`src/rtl/pktack_pkg.sv`:
```
package pktack_pkg;
  typedef struct packed {
    logic load;
    logic dec;
    logic pecTake;
    logic eopSet;
  } ctlStrb_t;

  localparam logic [1:0] EOP_OFF  = 2'b00;
  localparam logic [1:0] EOP_DATA = 2'b01;
  localparam logic [1:0] EOP_PEC  = 2'b10;

  localparam logic [1:0] ACK_SW   = 2'b00;
  localparam logic [1:0] ACK_ALL  = 2'b01;
  localparam logic [1:0] ACK_LAST = 2'b10;
  localparam logic [1:0] ACK_CRC  = 2'b11;
endpackage

```
`src/rtl/pktack_ctl.sv`:
```
module pktack_ctl
  import pktack_pkg::*;
#(
  parameter int CW = 16
) (
  input  logic          clk,
  input  logic          rstN,
  input  logic          busIdle,
  input  logic          sizeWr,
  input  logic          dataByte,
  input  logic          byteDone,
  input  logic [1:0]    eopMode,
  input  logic [1:0]    ackMode,
  input  logic          isHost,
  input  logic          swAck,
  input  logic          crcOk,
  input  logic          extEn,
  input  logic [CW-1:0] cnt,
  input  logic          pecSeen,
  input  logic          eopFlag,
  output ctlStrb_t      strb,
  output logic          ackOut
);
  logic lastData;
  logic pecByte;
  logic loadOk;

  always_comb begin
    lastData = dataByte && (cnt == CW'(1));
    pecByte  = dataByte && (cnt == '0) && !pecSeen;
    loadOk   = busIdle || (extEn && !isHost && eopFlag);

    strb.load    = sizeWr && loadOk;
    strb.dec     = byteDone && dataByte && (cnt != '0);
    strb.pecTake = byteDone && pecByte;
    strb.eopSet  = byteDone && (((eopMode == EOP_DATA) && lastData) ||
                                ((eopMode == EOP_PEC) && pecByte));
  end

  always_comb begin
    unique case (ackMode)
      ACK_SW:   ackOut = swAck;
      ACK_ALL:  ackOut = 1'b1;
      ACK_LAST: ackOut = !lastData;
      default:  ackOut = pecByte ? (!isHost && crcOk) : 1'b1;
    endcase
  end


  addr_hold_chk: assert property (@(posedge clk) disable iff (!rstN)
    (byteDone && !dataByte && !sizeWr) |=> (cnt == $past(cnt)));


  busy_noload_chk: assert property (@(posedge clk) disable iff (!rstN)
    (sizeWr && !busIdle && !eopFlag && !byteDone) |=> (cnt == $past(cnt)));
endmodule

```
`src/rtl/pktack_dp.sv`:
```
module pktack_dp
  import pktack_pkg::*;
#(
  parameter int CW = 16
) (
  input  logic          clk,
  input  logic          rstN,
  input  ctlStrb_t      strb,
  input  logic [CW-1:0] sizeIn,
  input  logic          eopClr,
  output logic [CW-1:0] cnt,
  output logic          pecSeen,
  output logic          eopFlag
);
  localparam logic [CW-1:0] CNT_RST = CW'(1);

  always_ff @(posedge clk or negedge rstN) begin
    if (!rstN) begin
      cnt     <= CNT_RST;
      pecSeen <= 1'b0;
      eopFlag <= 1'b0;
    end else begin
      if (strb.load)      cnt <= sizeIn;
      else if (strb.dec)  cnt <= cnt - CW'(1);

      if (strb.load)         pecSeen <= 1'b0;
      else if (strb.pecTake) pecSeen <= 1'b1;

      if (strb.eopSet)    eopFlag <= 1'b1;
      else if (eopClr)    eopFlag <= 1'b0;
    end
  end


  no_wrap_chk: assert property (@(posedge clk) disable iff (!rstN)
    (cnt == '0 && !strb.load) |=> (cnt == '0));


  dec_step_chk: assert property (@(posedge clk) disable iff (!rstN)
    (strb.dec && !strb.load) |=> (cnt == $past(cnt) - CW'(1)));


  eop_sticky_chk: assert property (@(posedge clk) disable iff (!rstN)
    (eopFlag && !eopClr) |=> eopFlag);
endmodule

```
`src/rtl/pktack.sv`:
```
module pktack
  import pktack_pkg::*;
#(
  parameter int CW = 16
) (
  input  logic          clk,
  input  logic          rstN,
  input  logic          busIdle,
  input  logic          sizeWr,
  input  logic [CW-1:0] sizeIn,
  input  logic          dataByte,
  input  logic          byteDone,
  input  logic [1:0]    eopMode,
  input  logic [1:0]    ackMode,
  input  logic          isHost,
  input  logic          nackIgnore,
  input  logic          swAck,
  input  logic          crcOk,
  input  logic          extEn,
  input  logic          eopClr,
  input  logic          rxNack,
  output logic [CW-1:0] remaining,
  output logic          eopFlag,
  output logic          ackOut,
  output logic          peerAck
);
  ctlStrb_t      strb;
  logic [CW-1:0] cnt;
  logic          pecSeen;

  pktack_ctl #(.CW(CW)) i_ctl (
    .clk(clk), .rstN(rstN), .busIdle(busIdle), .sizeWr(sizeWr),
    .dataByte(dataByte), .byteDone(byteDone), .eopMode(eopMode),
    .ackMode(ackMode), .isHost(isHost), .swAck(swAck), .crcOk(crcOk),
    .extEn(extEn), .cnt(cnt), .pecSeen(pecSeen), .eopFlag(eopFlag),
    .strb(strb), .ackOut(ackOut)
  );

  pktack_dp #(.CW(CW)) i_dp (
    .clk(clk), .rstN(rstN), .strb(strb), .sizeIn(sizeIn), .eopClr(eopClr),
    .cnt(cnt), .pecSeen(pecSeen), .eopFlag(eopFlag)
  );

  assign remaining = cnt;
  assign peerAck   = !rxNack || (isHost && nackIgnore);


  client_nack_chk: assert property (@(posedge clk) disable iff (!rstN)
    (rxNack && !isHost) |-> !peerAck);
endmodule

```
`config.mk`:
```
export PLATFORM = sky130hd
export DESIGN_NAME = pktack
export DESIGN_NICKNAME = d
export VERILOG_FILES = /design/src/rtl/pktack_pkg.sv /design/src/rtl/pktack_ctl.sv /design/src/rtl/pktack_dp.sv /design/src/rtl/pktack.sv
export SDC_FILE = /design/constraint.sdc
export NUM_CORES = 1
export LEC_CHECK = 0
export BUFFER_PORTS_ARGS = -buffer_cell sky130_fd_sc_hd__buf_2
export CAP_MARGIN = 10
export CORE_MARGIN = 8
export CORE_UTILIZATION = 44
export DETAILED_ROUTE_END_ITERATION = 6
export PLACE_DENSITY = 0.83
export SLEW_MARGIN = 15
export SYNTH_ARGS = -nofsm -noshare
export SYNTH_HDL_FRONTEND = slang
export SYNTH_SLANG_ARGS = --single-unit
```
`constraint.sdc`:
```
create_clock -name clk -period 1.88 [get_ports clk]
set_input_delay 0.564 -clock clk [delete_from_list [all_inputs] [get_ports clk]]
set_output_delay 0.564 -clock clk [all_outputs]
set_load 0.005 [all_outputs]
```
Yosys cells after proc, flatten, opt, wreduce, memory -nomap -nowiden:

Index checks and enable logic that the tools add are counted.

* $add $sub $neg: 1
* eq/ne operators: 5
* muxes and demuxes: 8
* reduce and logical (&&, ||, !) cells: 27

Operator list (count)
* two-way mux 16 bit: 2
* == test 16 x 1 -> 1 bit, second input constant: 1
* zero test 16 bit: 1
* nonzero test 16 bit: 1
* subtractor 16 x 1 -> 16 bit, second input constant: 1
* logical AND 1 bit: 14
* nonzero test 2 bit: 3
* two-way mux 1 bit: 5
* == test 2 x 1 -> 1 bit, second input constant: 2
* == test 2 bit, second input constant: 2
* zero test 1 bit: 4
* logical OR 1 bit: 3
* one-hot mux 1 bit (3 select lines): 1
* zero test 2 bit: 1

* register bits after elaboration: 18
* input port bits: 33

Depth between registers and ports, before layout:

Gate-level depths: netlist of run 1.

* depth in word-level cells: 7
* depth in mapped cells: 7

By module:

Synthesis of run 1 repeated with hierarchy kept, for this count alone.

* cell total of the unflattened synthesis: 146
* area, all modules: 1302.5 um2

By module, submodules not included
* pktack_dp: times used 1, cells an instance 118, area an instance 1089.8 um2, sequential area each 451.7 um2
* pktack_ctl: times used 1, cells an instance 27, area an instance 202.7 um2, sequential area each 0.0 um2
* pktack: times used 1, cells an instance 1, area an instance 10.0 um2, sequential area each 0.0 um2

Worst setup path after synthesis of run 1:

No wires, ideal clock.

* kind: register to output
* from: reg i_dp.cnt[12]
* to: out ackOut
* arrival: 1.503 ns
* required time: 1.316 ns
* slack: -0.187 ns
* cell stages (with the launch flop): 5
* buffers on the path: 0
* cells stage by stage: dfrtp_1 -> nor4_1 -> nand4_1 -> a2111oi_0 -> a31oi_1

* longest elaborated chain between the ends: 5

Ends and longest elaborated chain
* start, declared: line pktack_dp.sv:11 `output logic [CW-1:0] cnt,`
* start signal, assigned: line pktack_dp.sv:23 `if (strb.load) cnt <= sizeIn;`
* start signal, assigned: line pktack_dp.sv:24 `else if (strb.dec) cnt <= cnt - CW'(1);`
* zero test 16 bit: line pktack_ctl.sv:30 `pecByte = dataByte && (cnt == '0) && !pecSeen;`
* logical AND 1 bit (2 in series): line pktack_ctl.sv:30
* two-way mux 1 bit: line pktack_ctl.sv:45 `default: ackOut = pecByte ? (!isHost && crcOk) : 1'b1;`
* one-hot mux 1 bit (3 select lines) *: line pktack_ctl.sv:41 `unique case (ackMode)`
* end, declared: line pktack.sv:24 `output logic ackOut,`

Every way passes the cells marked *; elsewhere a longest branch is shown, timed or not.

Final worst setup path of run 1:

* from: reg i_dp.cnt[11]
* to: out ackOut

The elaborated chain is that of the path after synthesis.

==> results.tsv, run 1 <==
stage	metric	value	unit
synthesis	synth_nets	183	
cells_and_area	final_net_count	289	
routing	drt_pass1_iterations	4	
worst_hold_path	hp-class	input port to asynchronous set/reset pin	
timing	period_needed	2.42	ns
synthesis	ys_seq_area_share	34.1	%
grt	grtUsageTotal	19.7	%
floorplanning	core_area	2950	sq um
timing	setup_slack	-0.542	ns
routing	drtAntennaViolNets	0	
synthesis	ys_types	44	
clocking	cts_inserted_buffers	3	
floorplanning	die_w	70.9	um
synthesis	netlist_area	1330	sq um
grt	grt_max_degree	19	
routing	via_per_inst	6.15	
synthesis	syn_avg_cell_area	9.02	sq um
place	portBuffers	51	
timing	hold_viol	0	
timing	skew	0.0102	ns
timing	tns	-1.94	ns
timing	drv_slew	0	
cells_and_area	post-route-util	75.7	%
power_and_ir_drop	leakage	1.04	nW
status	violations	negative setup slack	
synthesis	synthCells	147	
setup_path	cp-start-kind	flip-flop	
routing	drc	0	
routing	wl	5260	um
synthesis	async_flop_share	100	%
timing	tightestPinTransition	0.426	ns
timing	slew_headroom	71.6	%
timing	finalCritPeriodShare	129	%
routing	routedWlPerCell	18.4	um
clocking	clk_latency	0.32	ns
setup_path	critical_path_class	flip-flop to output pin	
setup_path	crit_arrival	1.86	ns
job	cap_violations	0	
power_and_ir_drop	vdd_drop_max	574	uV
floorplanning	die_area	5030	sq um
timing	rsz0062_at_grt	true	
place	dp_hpwl	3590	um
clocking	cts_tree	done	
clocking	clock-sinks	18	
setup_path	end_kind	output pin	
status	status	complete, but fails checks	
cells_and_area	area_delta_synth_final	68.5	%
floorplanning	io_pins	52	
place	dp_slack	-0.177	ns
routing	drt_iter0_drc	204	
clocking	htree_num_levels	1	
synthesis	synth_edf_count	0	
grt	grt_remaining_overflow	0	
clocking	cts.root.buffer_cell	clkbuf_4	
timing	setup_violations	13	
timing	max_clock_freq	0.413	GHz
synthesis	synth_ff_type	dfrtp_1	
setup_path	worst_ep_required_time	1.32	ns
floorplanning	die_y	70.9	um
setup_path	r2r_cells	8	
clocking	clk_pin_slew_worst_paths	0.12	ns
cells_and_area	diodes	0	
cells_and_area	fillers	214	
grt	grt_pass1_wl	8080	um
setup_path	r2r_slack	-0.25	ns
cells_and_area	drive_above_1_share	58.7	%
synthesis	ys_ff_latch	18	
power_and_ir_drop	p_per_area	627	nW/um^2
grt	grt_pass1_vias	1827	
synthesis	ys.warnings.count	0	
floorplanning	core.rowCount	20	
grt	antenna_found_initial	0	
routing	vias	1753	
setup_path	worstPathMaxFanout	2	
clocking	cts_buffer_depth	2	
floorplanning	initial_utilization	44.9	%
place	gp_congestion	0.938	
clocking	cts-hold-fix-buffers	0	
## routing by layer
metal | GRT usage (%) | vias up | wire, um
met5 | 0 | - | 0
met4 | 7.62 | 0 | 208
met3 | 4.66 | 22 | 360
met2 | 36.9 | 88 | 2780
met1 | 20.4 | 850 | 1910
li1 | - | 793 | -
## cells in the final DEF (no fill, tap or decap), types with 2 or more instances in the layout
cell / n
a21oi_1: 2
o211a_1: 3
buf_4: 45
or3_1: 6
nor2_1: 15
nand2b_1: 2
o21ai_0: 3
o21ai_1: 4
o211ai_1: 2
a211o_1: 5
nand2_1: 10
nor4_4: 4
dfrtp_1: 16
nand4b_1: 4
inv_2: 2
nor3_4: 2
buf_2: 51
nand3b_1: 3
nand3_2: 3
nand3_1: 3
ha_1: 2
nand4_1: 3
nand2_2: 2
buf_6: 9
inv_1: 2
nor4_1: 4
clkbuf_4: 3
a31oi_1: 9
or4_1: 2
or4_4: 5
a2111oi_2: 2
## registers in the layout (all words and copies together), names as in the netlist
signal / flops
i_dp.cnt: 16
i_dp.eopFlag: 1
i_dp.pecSeen: 1
## kinds of logic (layout without fill, tap and decap cells)
| logic type | Yosys count | count (layout) | share of synthesized area (%) |
|---|---|---|---|
| AND/OR/NAND/NOR | 78 | 78 | 39.2 |
| AO/OA/AOI/OAI | 39 | 39 | 20.7 |
| flip-flops | 18 | 18 | 34.1 |
| buffers and inverters | 9 | 114 | 3.21 |
| adder cells (fa/ha/maj) | 3 | 3 | 2.83 |
## critical path, stage by stage (launching register included)
cell,delay (ns)
dfrtp_1,0.44
nor4_4,0.37
buf_4,0.19
nand4b_1,0.11
o41ai_2,0.22
a31oi_1,0.07
buf_2,0.14
## path summary, 6_finish.rpt
kind                         startpoint            to
max reg2reg                 i_dp.cnt[1]   i_dp.cnt[4]
min                                rstN  i_dp.eopFlag
min reg2reg                i_dp.eopFlag  i_dp.eopFlag
max                        i_dp.cnt[11]        ackOut
max in group asynchronous          rstN   i_dp.cnt[0]
min in group clk             sizeIn[10]  i_dp.cnt[10]
## Yosys cell counts (4+ instances only)
| library cell | instances | area [sq um] |
|---|---|---|
| a211o_1 | 5 | 43.8 |
| a31oi_1 | 10 | 62.6 |
| dfrtp_1 | 17 | 425 |
| inv_1 | 5 | 18.8 |
| nand2_1 | 11 | 41.3 |
| nand3_1 | 6 | 30.0 |
| nand4b_1 | 4 | 35.0 |
| nor2_1 | 16 | 60.1 |
| nor4_1 | 5 | 31.3 |
| o21ai_0 | 7 | 35.0 |
| or3_1 | 6 | 37.5 |
## what timing repair did
action | 4_1_cts | 5_1_grt
cloned | 1 | 0
buffers inserted | 11 | 7
gates resized for setup | 24 | 19
pin swaps | 23 | 17
endpoints found under the setup margin | 14 | 18
## where the power goes
part / internal, W / switching, W / leakage [nW] / total (W)
Clock: 0.000118 / 0.000143 / 0.0210 / 0.000261
Sequential: 0.000441 / 0.0000674 / 0.212 / 0.000508
Combinational: 0.000333 / 0.000299 / 0.809 / 0.000631
## stage by stage
stage | cell area [sq um] | std cells | hold WS [ns] | total power [W]
6_report | 2230 | 285 | 0.166 | 0.00140
5_1_grt | 2230 | 285 | 0.193 | 0.00147
4_1_cts | 2170 | 285 | 0.189 | 0.00133
3_5_place_dp | 1960 | 269 | 0.497 | 0.00101
3_3_place_gp | 1960 | 269 | 0.497 | 0.000993
2_1_floorplan | 1370 | 147 | 0.268 | 0.000720
## area by class of cell
type	instances	area (sq um)	area share, %
Multi-Input combinational cell	120	988	44.2
Timing Repair Buffer	105	694	31.1
Sequential cell	18	453	20.3
Tap cell	33	41.3	1.85
Clock buffer	4	36.3	1.62
Inverter	5	21.3	0.952
Note: power is estimated with default switching activity, not from simulation.
==> inputs of run 2 (changes only) <==
--- a/config.mk
+++ b/config.mk
@@ -11,6 +11,7 @@
 export CORE_UTILIZATION = 44
 export DETAILED_ROUTE_END_ITERATION = 6
 export PLACE_DENSITY = 0.83
+export SETUP_SLACK_MARGIN = 0.02
 export SLEW_MARGIN = 15
 export SYNTH_ARGS = -nofsm -noshare
 export SYNTH_HDL_FRONTEND = slang
==> run 2 against run 1 <==
  * Highest routed layer unchanged
  * The run still ends with negative setup slack left
  * First-iteration DRC count decreased by 23%
  * Critical path depth shrank 1
  * Hold slack lost 0.0026 ns
  * Largest cell class unchanged
  * Register-to-register slack is essentially flat
  * Largest power group unchanged
==> results.tsv, run 2 (synthesized netlist as in run 1, its figures left out) <==
stage	metric	value	unit
grt	grtUsageMet2	36.9	%
setup_path	critical_path_class	flip-flop to output pin	
grt	grt_busiest_layer	met2	
clocking	htree_num_levels	1	
place	portBuffers	51	
routing	routedWlPerCell	18.8	um
timing	setup_slack	-0.534	ns
setup_path	end_kind	output pin	
cells_and_area	post-route-util	75.6	%
status	status	complete, but fails checks	
timing	period_needed	2.41	ns
grt	met3_usage	4.66	%
cells_and_area	fin_cells	284	
floorplanning	core.rowCount	20	
cells_and_area	final_net_count	288	
clocking	cts_buffer_depth	2	
floorplanning	die_w	70.9	um
timing	setup_violations	14	
timing	holdWs	0.163	ns
grt	grtUsageMet1	20.4	%
place	gp_congestion	0.938	
grt	grt_pass1_vias	1827	
cells_and_area	area_delta_synth_final	68.4	%
clocking	cts_tree	done	
grt	grt_remaining_overflow	0	
clocking	clk_pin_slew_worst_paths	0.13	ns
cells_and_area	largest_register_ffs	16	
setup_path	worstPathMaxFanout	3	
power_and_ir_drop	vdd_drop_max	555	uV
cells_and_area	top_regs	i_dp.cnt (16), i_dp.eopFlag (1), i_dp.pecSeen (1)	
clocking	cts.root.buffer_cell	clkbuf_4	
routing	drt_iter0_drc	157	
floorplanning	initial_utilization	44.9	%
floorplanning	core_area	2950	sq um
timing	drv_slew	0	
clocking	clock-sinks	18	
cells_and_area	largest_register	i_dp.cnt	
grt	grt_max_degree	19	
timing	hold_viol	0	
timing	tightestPinTransition	0.425	ns
timing	finalCritPeriodShare	128	%
job	cap_violations	0	
cells_and_area	regArea	453	sq um
setup_path	worst_ep_required_time	1.32	ns
cells_and_area	diodes	0	
cells_and_area	multi_input_area	991	sq um
power_and_ir_drop	leakage	1.04	nW
routing	wl	5330	um
worst_hold_path	hp-class	input port to asynchronous set/reset pin	
setup_path	r2r_slack	-0.25	ns
grt	antenna_found_initial	0	
power_and_ir_drop	finalPower	0.00140	W
floorplanning	die_y	70.9	um
cells_and_area	layout_common_cells	buf_2 (51), buf_4 (43), dfrtp_1 (16)	
cells_and_area	drive_above_1_share	59.0	%
floorplanning	io_pins	52	
grt	grt_pass1_wl	8080	um
place	placed_cells	269	
routing	drt_pass1_iterations	5	
clocking	cts-hold-fix-buffers	0	
clocking	cts_inserted_buffers	3	
grt	grtUsageTotal	19.7	%
status	violations	negative setup slack	
cells_and_area	fillers	209	
setup_path	cp-start-kind	flip-flop	
timing	skew	0.0120	ns
cells_and_area	layout_commonest_cell	buf_2	
place	dp_hpwl	3590	um
setup_path	crit_arrival	1.85	ns
timing	rsz0062_at_grt	true	
clocking	clk_latency	0.32	ns
routing	vias	1713	
power_and_ir_drop	p_per_area	628	nW/um^2
floorplanning	die_area	5030	sq um
routing	via_per_inst	6.03	
timing	max_clock_freq	0.414	GHz
routing	drc	0	
routing	drtAntennaViolNets	0	
timing	slew_headroom	71.7	%
[run 2: timing repair]
| action | CTS | global route |
|---|---|---|
| setup buffers | 11 | 6 |
| resized for setup | 25 | 20 |
| pin swaps | 23 | 19 |
| gates cloned | 1 | 0 |
| setup endpoints to repair | 14 | 18 |
[run 2: worst max-delay path, stage by stage (launching register included)]
cell and delay (ns):
dfrtp_1 0.44, nor4_4 0.37, nand4_1 0.22, a2111oi_2 0.25, a31oi_1 0.12, buf_2 0.14
[run 2: cell type report]
cell class	count	share of cell area (%)
timing repair buffer	104	30.9
multi-input combinational	120	44.4
tap	33	1.85
inverter	5	0.952
sequential	18	20.3
clock buffer	4	1.62
[run 2: where the power goes]
| part | total (W) | switching (W) | internal (W) | leakage, nW |
|---|---|---|---|---|
| sequential | 0.000508 | 0.0000669 | 0.000441 | 0.212 |
| combinational | 0.000632 | 0.000302 | 0.000329 | 0.805 |
| clock | 0.000264 | 0.000145 | 0.000118 | 0.0210 |
| total | 0.00140 | 0.000514 | 0.000889 | 1.04 |
[run 2: path summary, 6_finish.rpt]
| kind | startpoint | to | cells past startpoint |
|---|---|---|---|
| max in group asynchronous | rstN | i_dp.cnt[0] | 1 |
| worst min-delay path | rstN | i_dp.eopFlag | 1 |
| worst max-delay path | i_dp.cnt[11] | ackOut | 5 |
| min in group clk | sizeIn[10] | i_dp.cnt[10] | 2 |
| worst min register to register | i_dp.eopFlag | i_dp.eopFlag | 1 |
| worst max register to register | i_dp.cnt[1] | i_dp.cnt[4] | 8 |
[run 2: per-layer routing]
layer	vias up	part of all wire [%]
li1	792	-
met1	824	37
met2	79	54
met3	18	5.9
met4	0	2.9
met5	-	0
[run 2: through the flow]
| step | setup TNS (ns) | cell area, sq um | setup slack (ns) |
|---|---|---|---|
| after floorplan | -0.00512 | 1370 | -0.00512 |
| after global placement | -0.474 | 1960 | -0.136 |
| after detailed placement | -0.911 | 1960 | -0.177 |
| after CTS | -2.24 | 2170 | -0.511 |
| after global routing | -2.99 | 2230 | -0.644 |
| final | -2.01 | 2230 | -0.534 |
==> inputs of run 3 (changes only) <==
--- a/config.mk
+++ b/config.mk
@@ -10,6 +10,7 @@
 export CORE_MARGIN = 8
 export CORE_UTILIZATION = 44
 export DETAILED_ROUTE_END_ITERATION = 6
+export MAX_ROUTING_LAYER = met4
 export PLACE_DENSITY = 0.83
 export SETUP_SLACK_MARGIN = 0.02
 export SLEW_MARGIN = 15
==> run 3 against run 2 <==
  * The flow still finishes with violations (negative setup slack)
  * Sequential power is essentially flat
  * Maximum frequency grew 0.32%
  * Via count grew 0.35%
  * Hold slack gained 0.0046 ns
  * First-iteration DRC count shrank 14%
  * Sequential share of layout area is the same
  * Critical path depth grew 1
  * Die area is the same
  * Clock skew shrank 0.0074 ns
  * Register-to-register slack is essentially flat
  * Wire length shrank 0.47%
  * Core utilization is the same
==> results.tsv, run 3 (synthesized netlist as in run 1, its figures left out) <==
stage	metric	value	unit
routing	routedWlPerCell	18.7	um
floorplanning	die_area	5030	sq um
timing	tightestPinTransition	0.418	ns
clocking	cts.root.buffer_cell	clkbuf_4	
clocking	cts_inserted_buffers	3	
timing	setup_slack	-0.527	ns
setup_path	worst_ep_required_time	1.32	ns
cells_and_area	largest_register_ffs	16	
clocking	clock-sinks	18	
grt	antenna_found_initial	0	
timing	setup_violations	11	
floorplanning	initial_utilization	44.9	%
clocking	htree_num_levels	1	
routing	vias	1719	
setup_path	r2r-start	i_dp.cnt[1]	
setup_path	cp-start-kind	flip-flop	
setup_path	cpMaxStageDelayCell	dfrtp_1	
worst_hold_path	hp-class	input port to asynchronous set/reset pin	
status	violations	negative setup slack	
timing	finalCritPeriodShare	128	%
cells_and_area	layout_common_cells	buf_2 (51), buf_4 (43), dfrtp_1 (16)	
floorplanning	die_w	70.9	um
routing	drt_iter0_drc	135	
clocking	clk_latency	0.31	ns
cells_and_area	top_regs	i_dp.cnt (16), i_dp.eopFlag (1), i_dp.pecSeen (1)	
routing	drtAntennaViolNets	0	
cells_and_area	largest_register	i_dp.cnt	
routing	drc	0	
timing	rsz0062_at_grt	true	
grt	grt_pass1_vias	1825	
cells_and_area	layout_commonest_cell	buf_2	
floorplanning	core.rowCount	20	
routing	wl	5310	um
place	gp_congestion	0.955	
power_and_ir_drop	p_per_area	626	nW/um^2
setup_path	crit_start	i_dp.cnt[11]	
grt	grt_remaining_overflow	0	
place	placedInstanceArea	1960	sq um
timing	slew_headroom	71.9	%
floorplanning	io_pins	52	
cells_and_area	diodes	0	
cells_and_area	area_delta_synth_final	68.4	%
setup_path	cp_cell_sequence	nor4_4, buf_4, nand4b_1, o41ai_2, a31oi_1, buf_2	
cells_and_area	finalInstanceArea	2230	sq um
status	status	complete, but fails checks	
timing	hold_viol	0	
setup_path	end_kind	output pin	
floorplanning	core_area	2950	sq um
grt	grt_pass1_wl	8080	um
timing	period_needed	2.41	ns
grt	grt_max_degree	19	
floorplanning	die_y	70.9	um
timing	max_clock_freq	0.416	GHz
power_and_ir_drop	leakage	1.04	nW
setup_path	critical_path_class	flip-flop to output pin	
setup_path	worstPathMaxFanout	2	
cells_and_area	final_net_count	288	
timing	holdWs	0.168	ns
timing	drv_slew	0	
clocking	cts_buffer_depth	2	
job	cap_violations	0	
timing	skew	0.00461	ns
routing	drt_pass1_iterations	4	
clocking	clk_pin_slew_worst_paths	0.12	ns
power_and_ir_drop	vdd_drop_max	556	uV
cells_and_area	drive_above_1_share	59.0	%
place	portBuffers	51	
place	dp_hpwl	3590	um
setup_path	cpPeakStageDelay	0.43	ns
routing	via_per_inst	6.05	
clocking	cts_tree	done	
setup_path	crit_arrival	1.84	ns
grt	grtUsageTotal	20.2	%
run 3: routing by layer:
layer | vias to the layer above | GRT usage, % | share of wire (%)
li1 | 789 | - | -
met3 | 21 | 4.10 | 6.3
met4 | 0 | 7.62 | 3.1
met5 | - | - | 0
met1 | 820 | 21.0 | 36
met2 | 89 | 36.7 | 54
run 3: stage by stage:
step	cells	util, %	TNS, ns	total power, W	worst slack [ns]
2_1_floorplan	147	-	-0.00512	0.000720	-0.00512
3_3_place_gp	269	66.4	-0.474	0.000993	-0.136
3_5_place_dp	269	66.4	-0.911	0.00101	-0.177
4_1_cts	285	73.5	-2.24	0.00133	-0.511
5_1_grt	284	75.6	-2.99	0.00147	-0.644
6_report	284	75.6	-1.93	0.00140	-0.527
run 3: layout make-up:
class | instances | area [sq um]
Multi-Input combinational cell | 120 | 991
Fill cell | 209 | 719
Timing Repair Buffer | 104 | 691
Sequential cell | 18 | 453
Tap cell | 33 | 41.3
Clock buffer | 4 | 36.3
Inverter | 5 | 21.3
run 3: worst max-delay path: cells and delay by family (launching register included):
family          cells  cell delay, ns
simple gates        2            0.48
flops               1            0.43
buf+inv             2            0.33
compound gates      2            0.28
run 3: power by group:
part	leakage, nW	internal [W]	switching, W
registers	0.212	0.000441	0.0000670
logic	0.805	0.000329	0.000302
clock network	0.0210	0.000118	0.000140
run 3: path summary, 6_finish.rpt:
kind                           endpoint  slack, ns  cells after the start
setup / recovery                 ackOut      -0.53                      6
hold / removal              i_dp.cnt[7]       0.17                      1
setup reg to reg            i_dp.cnt[4]      -0.25                      8
hold reg to reg            i_dp.eopFlag       0.54                      1
max in group asynchronous   i_dp.cnt[0]       1.38                      1
min in group clk            i_dp.cnt[7]       0.46                      2
run 3: what timing repair did:
action	CTS	global route
endpoints found under the setup margin	14	18
hold buffers	0	0
buffers inserted	11	6
gates cloned	1	0
pin swaps	23	19
resized for setup	25	20
